$ cat src/rtl/tlbinv_pkg.sv
package tlbinv_pkg;
    localparam int REG_IDX_W = 3;

    // register word indexes
    localparam logic [REG_IDX_W-1:0] IDX_UNIT   = 3'd0;
    localparam logic [REG_IDX_W-1:0] IDX_FIRST  = 3'd1;
    localparam logic [REG_IDX_W-1:0] IDX_LAST   = 3'd2;
    localparam logic [REG_IDX_W-1:0] IDX_CMD    = 3'd3;
    localparam logic [REG_IDX_W-1:0] IDX_DONE   = 3'd4;
    localparam logic [REG_IDX_W-1:0] IDX_STATUS = 3'd5;

    // command codes
    localparam logic [31:0] CMD_RANGE = 32'h1;
    localparam logic [31:0] CMD_ALL   = 32'h2;
endpackage

$ cat src/rtl/tlbinv_cmd_decode.sv
module tlbinv_cmd_decode
    import tlbinv_pkg::*;
#(
    parameter int DATA_W = 32,
    parameter int VPN_W  = 20,
    parameter int UNITS  = 2
) (
    input  logic                 we,
    input  logic [REG_IDX_W-1:0] addr,
    input  logic [DATA_W-1:0]    wdata,
    input  logic                 busy,
    input  logic [UNITS-1:0]     unit_mask,
    input  logic [VPN_W-1:0]     first_vpn,
    input  logic [VPN_W-1:0]     last_vpn,
    output logic                 wr_unit,
    output logic                 wr_first,
    output logic                 wr_last,
    output logic                 done_clr,
    output logic                 go_all,
    output logic                 go_range,
    output logic                 range_empty
);
    logic cmd_wr;
    logic is_range;
    logic is_all;
    logic no_unit;
    logic backwards;

    always_comb begin
        wr_unit   = we && (addr == IDX_UNIT);
        wr_first  = we && (addr == IDX_FIRST);
        wr_last   = we && (addr == IDX_LAST);
        done_clr  = we && (addr == IDX_DONE) && (wdata == '0);
        cmd_wr    = we && (addr == IDX_CMD) && !busy;
        is_range  = (wdata == DATA_W'(CMD_RANGE));
        is_all    = (wdata == DATA_W'(CMD_ALL));
        no_unit   = (unit_mask == '0);
        backwards = (last_vpn < first_vpn);

        go_all      = cmd_wr && is_all && !no_unit;
        go_range    = cmd_wr && is_range && !no_unit && !backwards;
        range_empty = cmd_wr && is_range && (no_unit || backwards);
    end
endmodule

$ cat src/rtl/tlbinv_walker.sv
module tlbinv_walker #(
    parameter int VPN_W = 20,
    parameter int UNITS = 2
) (
    input  logic             clk,
    input  logic             rst_n,
    input  logic             go_all,
    input  logic             go_range,
    input  logic [VPN_W-1:0] first_vpn,
    input  logic [VPN_W-1:0] last_vpn,
    input  logic [UNITS-1:0] unit_mask,
    output logic             busy,
    output logic             finish,
    output logic             inv_valid,
    output logic             inv_all,
    output logic [VPN_W-1:0] inv_page,
    output logic [UNITS-1:0] inv_unit
);
    typedef struct packed {
        logic             run;
        logic             all;
        logic [VPN_W-1:0] cur;
        logic [VPN_W-1:0] lim;
        logic [UNITS-1:0] unit;
    } walk_t;

    walk_t walk_d, walk_q;
    logic  at_last;

    always_comb begin
        walk_d  = walk_q;
        at_last = walk_q.run && (walk_q.cur == walk_q.lim);
        finish  = at_last;

        walk_d.all = go_all;
        if (walk_q.run) begin
            if (at_last) begin
                walk_d.run = 1'b0;
            end else begin
                walk_d.cur = walk_q.cur + VPN_W'(1);
            end
        end else if (go_range) begin
            walk_d.run  = 1'b1;
            walk_d.cur  = first_vpn;
            walk_d.lim  = last_vpn;
            walk_d.unit = unit_mask;
        end
        if (go_all) begin
            walk_d.unit = unit_mask;
        end
    end

    always_ff @(posedge clk or negedge rst_n) begin
        if (!rst_n) begin
            walk_q <= '0;
        end else begin
            walk_q <= walk_d;
        end
    end

    assign busy      = walk_q.run;
    assign inv_valid = walk_q.run || walk_q.all;
    assign inv_all   = walk_q.all;
    assign inv_page  = walk_q.all ? '0 : walk_q.cur;
    assign inv_unit  = walk_q.unit;
endmodule

$ cat src/rtl/tlbinv_readmux.sv
module tlbinv_readmux
    import tlbinv_pkg::*;
#(
    parameter int DATA_W     = 32,
    parameter int VPN_W      = 20,
    parameter int PAGE_SHIFT = 12,
    parameter int UNITS      = 2
) (
    input  logic [REG_IDX_W-1:0] addr,
    input  logic [UNITS-1:0]     unit_mask,
    input  logic [VPN_W-1:0]     first_vpn,
    input  logic [VPN_W-1:0]     last_vpn,
    input  logic                 done,
    input  logic                 busy,
    output logic [DATA_W-1:0]    rdata
);
    localparam logic [PAGE_SHIFT-1:0] PAGE_ZERO = '0;

    always_comb begin
        unique case (addr)
            IDX_UNIT:   rdata = DATA_W'(unit_mask);
            IDX_FIRST:  rdata = DATA_W'({first_vpn, PAGE_ZERO});
            IDX_LAST:   rdata = DATA_W'({last_vpn, PAGE_ZERO});
            IDX_DONE:   rdata = DATA_W'(done);
            IDX_STATUS: rdata = DATA_W'(busy);
            default:    rdata = '0;
        endcase
    end
endmodule

$ cat src/rtl/tlb_rinv_ctrl.sv
module tlb_rinv_ctrl
    import tlbinv_pkg::*;
#(
    parameter int DATA_W     = 32,
    parameter int PAGE_SHIFT = 12,
    parameter int UNITS      = 2,
    localparam int VPN_W     = DATA_W - PAGE_SHIFT
) (
    input  logic                 clk,
    input  logic                 rst_n,
    input  logic                 reg_we,
    input  logic [REG_IDX_W-1:0] reg_addr,
    input  logic [DATA_W-1:0]    reg_wdata,
    output logic [DATA_W-1:0]    reg_rdata,
    output logic                 inv_valid,
    output logic                 inv_all,
    output logic [VPN_W-1:0]     inv_page,
    output logic [UNITS-1:0]     inv_unit
);
    typedef struct packed {
        logic [UNITS-1:0] unit;
        logic [VPN_W-1:0] first;
        logic [VPN_W-1:0] last;
        logic             done;
    } cfg_t;

    cfg_t cfg_d, cfg_q;

    logic busy;
    logic finish;
    logic wr_unit, wr_first, wr_last, done_clr;
    logic go_all, go_range, range_empty;

    tlbinv_cmd_decode #(
        .DATA_W (DATA_W),
        .VPN_W  (VPN_W),
        .UNITS  (UNITS)
    ) i_decode (
        .we          (reg_we),
        .addr        (reg_addr),
        .wdata       (reg_wdata),
        .busy        (busy),
        .unit_mask   (cfg_q.unit),
        .first_vpn   (cfg_q.first),
        .last_vpn    (cfg_q.last),
        .wr_unit     (wr_unit),
        .wr_first    (wr_first),
        .wr_last     (wr_last),
        .done_clr    (done_clr),
        .go_all      (go_all),
        .go_range    (go_range),
        .range_empty (range_empty)
    );

    always_comb begin
        cfg_d = cfg_q;
        if (wr_unit) begin
            cfg_d.unit = reg_wdata[UNITS-1:0];
        end
        if (wr_first) begin
            cfg_d.first = reg_wdata[DATA_W-1:PAGE_SHIFT];
        end
        if (wr_last) begin
            cfg_d.last = reg_wdata[DATA_W-1:PAGE_SHIFT];
        end
        // completion set takes priority over a clear in the same cycle
        if (finish || range_empty) begin
            cfg_d.done = 1'b1;
        end else if (done_clr) begin
            cfg_d.done = 1'b0;
        end
    end

    always_ff @(posedge clk or negedge rst_n) begin
        if (!rst_n) begin
            cfg_q <= '0;
        end else begin
            cfg_q <= cfg_d;
        end
    end

    tlbinv_walker #(
        .VPN_W (VPN_W),
        .UNITS (UNITS)
    ) i_walker (
        .clk       (clk),
        .rst_n     (rst_n),
        .go_all    (go_all),
        .go_range  (go_range),
        .first_vpn (cfg_q.first),
        .last_vpn  (cfg_q.last),
        .unit_mask (cfg_q.unit),
        .busy      (busy),
        .finish    (finish),
        .inv_valid (inv_valid),
        .inv_all   (inv_all),
        .inv_page  (inv_page),
        .inv_unit  (inv_unit)
    );

    tlbinv_readmux #(
        .DATA_W     (DATA_W),
        .VPN_W      (VPN_W),
        .PAGE_SHIFT (PAGE_SHIFT),
        .UNITS      (UNITS)
    ) i_readmux (
        .addr      (reg_addr),
        .unit_mask (cfg_q.unit),
        .first_vpn (cfg_q.first),
        .last_vpn  (cfg_q.last),
        .done      (cfg_q.done),
        .busy      (busy),
        .rdata     (reg_rdata)
    );
endmodule

$ cat config.mk
export PLATFORM = sky130hd
export DESIGN_NAME = tlb_rinv_ctrl
export DESIGN_NICKNAME = d
export VERILOG_FILES = /design/src/rtl/tlbinv_pkg.sv /design/src/rtl/tlbinv_cmd_decode.sv /design/src/rtl/tlbinv_walker.sv /design/src/rtl/tlbinv_readmux.sv /design/src/rtl/tlb_rinv_ctrl.sv
export SDC_FILE = /design/constraint.sdc
export NUM_CORES = 1
export LEC_CHECK = 0
export ABC_AREA = 1
export CAP_MARGIN = 20
export CORE_ASPECT_RATIO = 2
export CORE_MARGIN = 1
export CORE_UTILIZATION = 45
export DETAILED_ROUTE_END_ITERATION = 16
export HOLD_SLACK_MARGIN = 0.03
export PLACE_DENSITY = 0.72
export SYNTH_ARGS = -nofsm -noshare
export SYNTH_HDL_FRONTEND = slang
export SYNTH_SLANG_ARGS = --single-unit
$ cat constraint.sdc
create_clock -name clk -period 3.85 [get_ports clk]
set_input_delay 0.385 -clock clk [delete_from_list [all_inputs] [get_ports clk]]
set_output_delay 0.385 -clock clk [all_outputs]
set_load 0.005 [all_outputs]
After elaboration in Yosys (flattened, before gate mapping). Index checks and enable logic that the tools add are counted.

Register bits after elaboration: 87. Output and inout port bits: 56.

$add $sub $neg: 1. Order comparisons: 1. Eq/ne operators: 10. Mux-type cells: 12. Bitwise logic cells: 1. Reductions and logical operators: 29.

Operators with widths (number): $pmux W32 S5 (1); $mux W20 (3); $mux W42 (1); $eq A32 B1 Y1 const B (1); $eq A32 B2 Y1 const B (1); $logic_not A32 Y1 (1); $add A20 B1 Y20 const B (1); $eq A20 B20 Y1 (1); $lt A20 B20 Y1 (1); $logic_and A1 B1 Y1 (14); $eq A3 B2 Y1 const B (2); $eq A3 B3 Y1 const B (2); $reduce_and A2 Y1 (3); $reduce_bool A2 Y1 (3); $mux W1 (5); $mux W2 (2); $ne A2 B2 Y1 const B (2); $eq A3 B1 Y1 const B (1); $logic_not A1 Y1 (3); $logic_not A3 Y1 (1); $logic_or A1 B1 Y1 (3); $logic_not A2 Y1 (1); $not A1 Y1 (1).

Logic depth before layout (Yosys ltp). Gate-level depths: netlist (run 1).

Word-level depth: 9. Depth in mapped cells: 16. Mapped depth without buffers: 14.

Hierarchy. From an unflattened synthesis (run 1), not the netlist that was laid out.

Cells, all modules: 866. Area total of the unflattened synthesis: 5800.6 um^2.

Modules (own cells, without submodules): tlbinv_walker (times used 1, cells an instance 437, area an instance 2810.2 um^2); tlb_rinv_ctrl (times used 1, cells an instance 184, area an instance 1650.3 um^2); tlbinv_cmd_decode (times used 1, cells an instance 149, area an instance 790.8 um^2); tlbinv_readmux (times used 1, cells an instance 96, area an instance 549.3 um^2).

Least setup slack after synthesis (run 1). Ideal clock, no wire load.

Path type: register -> register. Start: register cfg_q[12] (netlist name). End: register i_walker.walk_q (netlist bit i_walker.inv_unit[0]). Library setup time: 122 ps. Data arrival time: 1674 ps. Required time: 3728 ps. Path slack: 2053 ps. Stages on the path, launching flop included: 13. Cell sequence: dfrtp_1 ha_1 a21o_1 nor2_1 nand2_1 nand2_1 nand3_1 nand2_2 inv_2 buf_8 buf_8 nand2_2 nand3_2.

Word-level cells in the longest chain between the ends: 5.

RTL lines: from (decl) (RTL line tlb_rinv_ctrl.sv:27) `cfg_t cfg_d, cfg_q;`; from (signal assigned) (RTL line tlb_rinv_ctrl.sv:78) `cfg_q <= cfg_d;`; $lt A20 B20 Y1 (RTL line tlbinv_cmd_decode.sv:38) `backwards = (last_vpn < first_vpn);`; $logic_not A1 Y1 (RTL line tlbinv_cmd_decode.sv:41) `go_range = cmd_wr && is_range && !no_unit && !backwards;`; $logic_and A1 B1 Y1 (RTL line tlbinv_cmd_decode.sv:41); $reduce_bool A2 Y1 (no source line); $reduce_and A2 Y1 (no source line); to (signal assigned) (RTL line tlbinv_walker.sv:57) `walk_q <= walk_d;`; to (decl) (RTL line tlbinv_walker.sv:27) `walk_t walk_d, walk_q;`.

Every way passes these cells. A chain may end at the register's enable or synchronous reset.

Worst setup path after layout (run 1).
Start: input reg_addr[0]. End: output reg_rdata[23].

Word-level cells in the longest chain between the ends: 2. Elaborated cells on any way between the ends: 6. Those cells by class: eq/ne (4); mux (1); reduce/logical (1).

RTL lines: from (decl) (RTL line tlb_rinv_ctrl.sv:12) `input logic [REG_IDX_W-1:0] reg_addr,`; $eq A3 B3 Y1, or another cell as far along (RTL line tlbinv_readmux.sv:20) `unique case (addr)`; $pmux W32 S5 * (RTL line tlbinv_readmux.sv:20); to (decl) (RTL line tlb_rinv_ctrl.sv:14) `output logic [DATA_W-1:0] reg_rdata,`.

Every way passes the cells marked *; elsewhere a longest branch is shown, timed or not.

==> out/metrics.csv, run 1 <==
metric,value,unit
clk sink count,87,
number of antenna violations at the first check in global routing,0,
clock-pin slew of the registers on the worst-case setup and hold paths,0.06,ns
final net count,933,
Multi-input gate area,0.00272,sq mm
largest net degree at the start of global routing,64,
CORE AREA,0.0121,sq mm
largest cells by area after synthesis,"sky130_fd_sc_hd__dfrtp_1, sky130_fd_sc_hd__nand2_1, sky130_fd_sc_hd__inv_1",
global route hottest layer,met2,
met2 usage in global routing,47.4,%
cell with the biggest individual delay on the critical path,sky130_fd_sc_hd__clkdlybuf4s50_1,
Yosys warning count,0,
share of the clock period used by the worst path,70.0,%
TritonCTS clock tree,built,
summed negative setup slack over all endpoints,0,ns
GRT Resource Usage Total,26.9,%
Worst Hold Slack,0.129,ns
outcome,"complete, no violations",
register bit count reported by yosys,87,
number of max-slew violations in the final report,0,
count of routing violations after the opening detailed-route iteration,370,
input/output buffers,83,
number of cells traversed by the worst register-to-register path,12,
DRC Markers,0,
count of standard-cell rows,57,
library cell used as clock root buffer,sky130_fd_sc_hd__clkbuf_16,
critical path startpoint category,input port,
summed area of non-filler cells in the final layout,0.00677,sq mm
Max Cap Viol,0,
most frequent cell on the critical path,sky130_fd_sc_hd__clkdlybuf4s50_1,
Initial Utilization,46.2,%
DIE AREA,0.0129,sq mm
worst skew pair latency,0.35,ns
post-route clock skew,0.00805,ns
area of the mapped netlist,0.00560,sq mm
top cell type by total area after synthesis,sky130_fd_sc_hd__dfrtp_1,
layout cells sized above 1,5.68,%
count of filler cells inserted in the layout,1208,
cell count after placement,1010,
worst slew slack as a fraction of its limit,45.8,%
Post-Route WL,15900,um
Post-Syn Instances,807,
level count of the clock H-tree,3,
minimum clock period after layout,2.70,ns
RSZ-0062 raised after global routing,false,
sequential share of the synthesized area,38.9,%
"top cells by count, synth","sky130_fd_sc_hd__nand2_1, sky130_fd_sc_hd__inv_1, sky130_fd_sc_hd__dfrtp_1",
final weighted congestion of routability-driven global placement,0.985,
"number of standard cells in the layout, taps in and fillers out",1027,
Max Clock Freq,371,MHz
kind of path behind the tightest hold check,in2async,
maximum single-stage delay on the critical path,0.59,ns
Tightest Pin Transition,0.814,ns
cts bufs inserted,9,
Synth-to-Final Area Change,21.0,%
data arrival time of the critical path,2.31,ns
sum of net half-perimeters after detailed placement,12500,um
final setup violating endpoints,0,
"Hold-fix buffers, CTS",0,
Top-Level Pins,94,
leading cell type by number of instances after synthesis,sky130_fd_sc_hd__nand2_1,
post-synthesis average cell area,6.94,sq um
vias in the first global route,5131,
post-CTS resize count,0,
fraction of synthesized cell area taken by the top area cell type,38.9,%
"Distinct cells, synth",37,
antenna cells,0,
Die Span X,80.9,um
post-route ant nets,0,
grt met3 use,3.54,%
type of the setup path with the least slack,in2out,
Die Y,160,um
maximum resistive drop on vdd,0.287,mV
Synth Flop Type,sky130_fd_sc_hd__dfrtp_1,
share of flip-flops with an asynchronous set or reset after synthesis,100,%
utilization after layout,55.9,%
Vias/cell,5.12,
final hold violation count,0,
largest fanout of any net on the critical path,19,
post-DR wirelength/cell,15.5,um
Pre-Repair DR Iteration Count,5,
crit end category,output port,
total power per unit cell area,364,mW/mm^2
via count,5263,
first-pass GRT wire length,25700,um
leakage power of the design,3.38,nW
Post-CTS Setup Repair Bufs,0,
chain of cells forming the critical path,clkdlybuf4s50_1 -> nand2_1 -> nor2_1 -> inv_1 -> o21ai_0 -> clkdlybuf4s50_1,
Sequential Area,0.00218,sq mm
worst-case clock buffer depth,2,
number of enable-type register cells in the synthesized netlist,0,
total cell area at the placement stage,0.00642,sq mm
Worst Path Required,3.46,ns
GR Layer Usage met1,29.8,%
overall overflow remaining after global route,0,
[cell type report]
type	count	share of cell area (%)
timing repair buffer	88	13.4
inverter	123	6.89
clock inverter	5	1.20
sequential	87	32.1
clock buffer	11	3.58
tap	147	2.72
multi-input combinational	566	40.1
[cell usage in the layout, fill, tap and decap left out, types with 2 or more instances in the layout]
master	netlist	layout
sky130_fd_sc_hd__nand3_2	2	2
sky130_fd_sc_hd__nor2_1	72	72
sky130_fd_sc_hd__bufinv_16	0	2
sky130_fd_sc_hd__buf_16	0	2
sky130_fd_sc_hd__buf_4	13	4
sky130_fd_sc_hd__nor3_1	6	5
sky130_fd_sc_hd__a21o_1	2	2
sky130_fd_sc_hd__xor2_1	9	9
sky130_fd_sc_hd__ha_1	20	20
sky130_fd_sc_hd__dfrtp_1	87	87
sky130_fd_sc_hd__nor2_2	2	2
sky130_fd_sc_hd__inv_1	116	116
sky130_fd_sc_hd__clkdlybuf4s50_1	0	82
sky130_fd_sc_hd__nand3_1	61	61
sky130_fd_sc_hd__conb_1	1	10
sky130_fd_sc_hd__inv_2	5	5
sky130_fd_sc_hd__nand4_1	12	12
sky130_fd_sc_hd__nand2_1	257	257
sky130_fd_sc_hd__nand3b_1	2	2
sky130_fd_sc_hd__o211ai_1	2	2
sky130_fd_sc_hd__a21oi_1	10	10
sky130_fd_sc_hd__xnor2_1	2	2
sky130_fd_sc_hd__nand2_2	5	5
sky130_fd_sc_hd__o21ai_2	9	9
sky130_fd_sc_hd__o21ai_0	76	76
sky130_fd_sc_hd__clkbuf_16	0	9
[registers in the layout, indices dropped and copies added, names as in the netlist]
signal / cells
cfg_q: 43
i_walker.busy: 1
i_walker.inv_unit: 2
i_walker.walk_q: 40
i_walker.inv_all: 1
[path summary, 6_finish.rpt]
check                       startpoint                  end  slack (ns)
max reg2reg                  cfg_q[40]  i_walker.walk_q[16]        1.41
max in group asynchronous        rst_n        i_walker.busy        2.86
max                        reg_addr[0]        reg_rdata[23]        1.15
min in group clk             cfg_q[38]            cfg_q[38]        0.52
min reg2reg                  cfg_q[38]            cfg_q[38]        0.52
min                              rst_n            cfg_q[18]        0.13
[power breakdown]
part / switching (mW) / internal [mW] / leakage, nW
Sequential: 0.100 / 0.997 / 0.981
Combinational: 0.238 / 0.184 / 2.24
Clock: 0.360 / 0.586 / 0.156
[through the flow]
stage	total power [mW]	setup slack, ns
6_report	2.47	1.15
5_1_grt	2.60	0.934
4_1_cts	2.47	1.13
3_5_place_dp	1.53	1.13
3_3_place_gp	1.52	1.19
2_1_floorplan	1.34	2.05
[cells by family after synthesis]
logic type,share of synthesized area [%]
fa+ha+maj,4.47
flops,38.9
simple gates,31.7
other cells,0.0670
buf+inv,13.3
xor+xnor,1.72
compound gates,9.90
[critical path, delay by kind of cell]
family | cells | cell delay (ns)
AO/OA/AOI/OAI | 1 | 0.27
buffers and inverters | 3 | 1.42
AND/OR/NAND/NOR | 2 | 0.23
[routing by layer]
metal / vias to the layer above / wire, um
met5: - / 0
met4: 0 / 848
met3: 40 / 549
met2: 164 / 8520
met1: 2423 / 6000
li1: 2636 / -
Note: power is estimated with default switching activity, not from simulation.
==> inputs of run 2 (changes only) <==
Clock period 3.85 ns to 2.65 ns, I/O delays scaled along.
==> out/metrics.csv, run 2 (synthesized netlist as in run 1, its figures left out) <==
metric,value,unit
worst skew pair latency,0.34,ns
Max Cap Viol,0,
sum of net half-perimeters after detailed placement,12400,um
level count of the clock H-tree,3,
largest net degree at the start of global routing,49,
layout cells sized above 1,6.55,%
cell family with most CP delay,buffers and inverters,
post-route clock skew,0.00578,ns
leakage power of the design,3.40,nW
clock-pin slew of the registers on the worst-case setup and hold paths,0.06,ns
"number of standard cells in the layout, taps in and fillers out",1033,
Die Y,160,um
cell with the biggest individual delay on the critical path,sky130_fd_sc_hd__clkdlybuf4s50_1,
Post-Route WL,15700,um
final hold violation count,0,
post-DR wirelength/cell,15.2,um
GRT Resource Usage Total,26.2,%
RSZ-0062 raised after global routing,false,
count of standard-cell rows,57,
final weighted congestion of routability-driven global placement,0.958,
kind of path behind the tightest hold check,in2async,
final net count,940,
data arrival time of the critical path,2.15,ns
clk sink count,87,
antenna cells,0,
vias in the first global route,5219,
maximum resistive drop on vdd,0.407,mV
crit end category,output port,
worst slew slack as a fraction of its limit,58.1,%
number of antenna violations at the first check in global routing,0,
overall overflow remaining after global route,0,
Initial Utilization,46.2,%
Vias/cell,5.10,
total power per unit cell area,509,mW/mm^2
post-route ant nets,0,
register with the most flip-flops,cfg_q,
chain of cells forming the critical path,clkdlybuf4s50_1 -> nand2_1 -> nor2_2 -> clkinvlp_4 -> buf_12 -> o21ai_0 -> clkdlybuf4s50_1,
CORE AREA,0.0121,sq mm
DIE AREA,0.0129,sq mm
number of max-slew violations in the final report,0,
most frequent cells in the layout,"sky130_fd_sc_hd__nand2_1, sky130_fd_sc_hd__inv_1, sky130_fd_sc_hd__dfrtp_1",
library cell used as clock root buffer,sky130_fd_sc_hd__clkbuf_16,
type of the setup path with the least slack,in2out,
cts bufs inserted,9,
share of the clock period used by the worst path,91.2,%
Worst Path Required,2.38,ns
sum of buffers and inverters on the critical path,4,
critical path startpoint category,input port,
Die Span X,80.9,um
count of filler cells inserted in the layout,1171,
worst-case clock buffer depth,2,
final setup violating endpoints,0,
DRC Markers,0,
count of routing violations after the opening detailed-route iteration,307,
Largest register FFs,43,
Sequential Area,0.00218,sq mm
Top-Level Pins,94,
TritonCTS clock tree,built,
Synth-to-Final Area Change,21.8,%
maximum single-stage delay on the critical path,0.59,ns
Max Clock Freq,414,MHz
first-pass GRT wire length,25600,um
most frequent cell on the critical path,sky130_fd_sc_hd__clkdlybuf4s50_1,
most common library cell in the layout ignoring fill and taps,sky130_fd_sc_hd__nand2_1,
Pre-Repair DR Iteration Count,5,
input/output buffers,83,
PnR Total Power,3.47,mW
largest fanout of any net on the critical path,19,
outcome,"complete, no violations",
cell count after placement,1016,
summed negative setup slack over all endpoints,0,ns
Tightest Pin Transition,0.629,ns
Multi-input gate area,0.00272,sq mm
via count,5270,
minimum clock period after layout,2.42,ns
run 2: cell count changes in the layout (fill, tap and decap cells not counted), moves of 2 or more:
cell | before | now
sky130_fd_sc_hd__clkinv_2 | 1 | 3
sky130_fd_sc_hd__buf_12 | 0 | 4
sky130_fd_sc_hd__buf_4 | 4 | 8
sky130_fd_sc_hd__buf_16 | 2 | 0
run 2: what timing repair did:
item / in CTS / in global routing
buffers inserted: 0 / 1
resized for setup: 0 / 2
hold buffers: 1 / 0
endpoints found under the hold margin: 46 / 0
setup endpoints to repair: 0 / 19
run 2: per-layer routing:
| metal | vias to the layer above | global-route usage, % | share of wire [%] |
|---|---|---|---|
| met5 | - | 0 | 0 |
| met4 | 0 | 16.2 | 6.1 |
| met3 | 54 | 2.97 | 3.3 |
| met2 | 147 | 45.7 | 53 |
| met1 | 2429 | 29.3 | 38 |
| li1 | 2640 | - | - |
run 2: path summary, 6_finish.rpt:
path | startpoint | to | slack [ns] | depth (start not counted)
hold reg to reg | cfg_q[35] | cfg_q[35] | 0.53 | 2
hold / removal | rst_n | cfg_q[14] | 0.49 | 2
setup / recovery | reg_addr[0] | reg_rdata[23] | 0.23 | 7
min in group clk | reg_wdata[21] | cfg_q[30] | 0.53 | 3
setup reg to reg | cfg_q[40] | i_walker.walk_q[11] | 0.43 | 13
max in group asynchronous | rst_n | cfg_q[21] | 1.54 | 3
run 2: power breakdown:
group | internal (mW) | total, mW | switching, mW
sequential | 1.45 | 1.60 | 0.153
clock | 0.771 | 1.26 | 0.489
combinational | 0.269 | 0.612 | 0.343
total | 2.49 | 3.47 | 0.984
run 2: worst register-to-register path, stage by stage, from the launching register on:
cell	delay (ns)
sky130_fd_sc_hd__dfrtp_1	0.39
sky130_fd_sc_hd__inv_1	0.09
sky130_fd_sc_hd__ha_1	0.30
sky130_fd_sc_hd__nand2_1	0.07
sky130_fd_sc_hd__nor2_1	0.15
sky130_fd_sc_hd__nand2_1	0.11
sky130_fd_sc_hd__nor2_1	0.12
sky130_fd_sc_hd__nand2_1	0.07
sky130_fd_sc_hd__nand3_1	0.17
sky130_fd_sc_hd__nand2_2	0.19
sky130_fd_sc_hd__inv_2	0.11
sky130_fd_sc_hd__buf_12	0.20
sky130_fd_sc_hd__nand2_1	0.09
sky130_fd_sc_hd__o21ai_0	0.08
run 2: stage by stage:
stage / hold slack, ns / area [sq um] / worst slack, ns / utilization (%)
5_1_grt: 0.550 / 6820 / 0.0909 / 56.2
2_1_floorplan: -0.0306 / 5630 / 0.853 / -
6_report: 0.491 / 6820 / 0.232 / 56.2
4_1_cts: 0.505 / 6790 / 0.149 / 56.0
3_5_place_dp: 0.323 / 6480 / 0.145 / 53.5
3_3_place_gp: 0.319 / 6480 / 0.218 / 53.5
run 2: cell type report:
cell class                      count  share of cell area [%]
Clock buffer                       11                    3.71
Clock inverter                      4                   0.661
Inverter                          123                    6.90
Multi-Input combinational cell    566                    39.9
Sequential cell                    87                    31.9
Tap cell                          147                    2.70
Timing Repair Buffer               95                    14.2
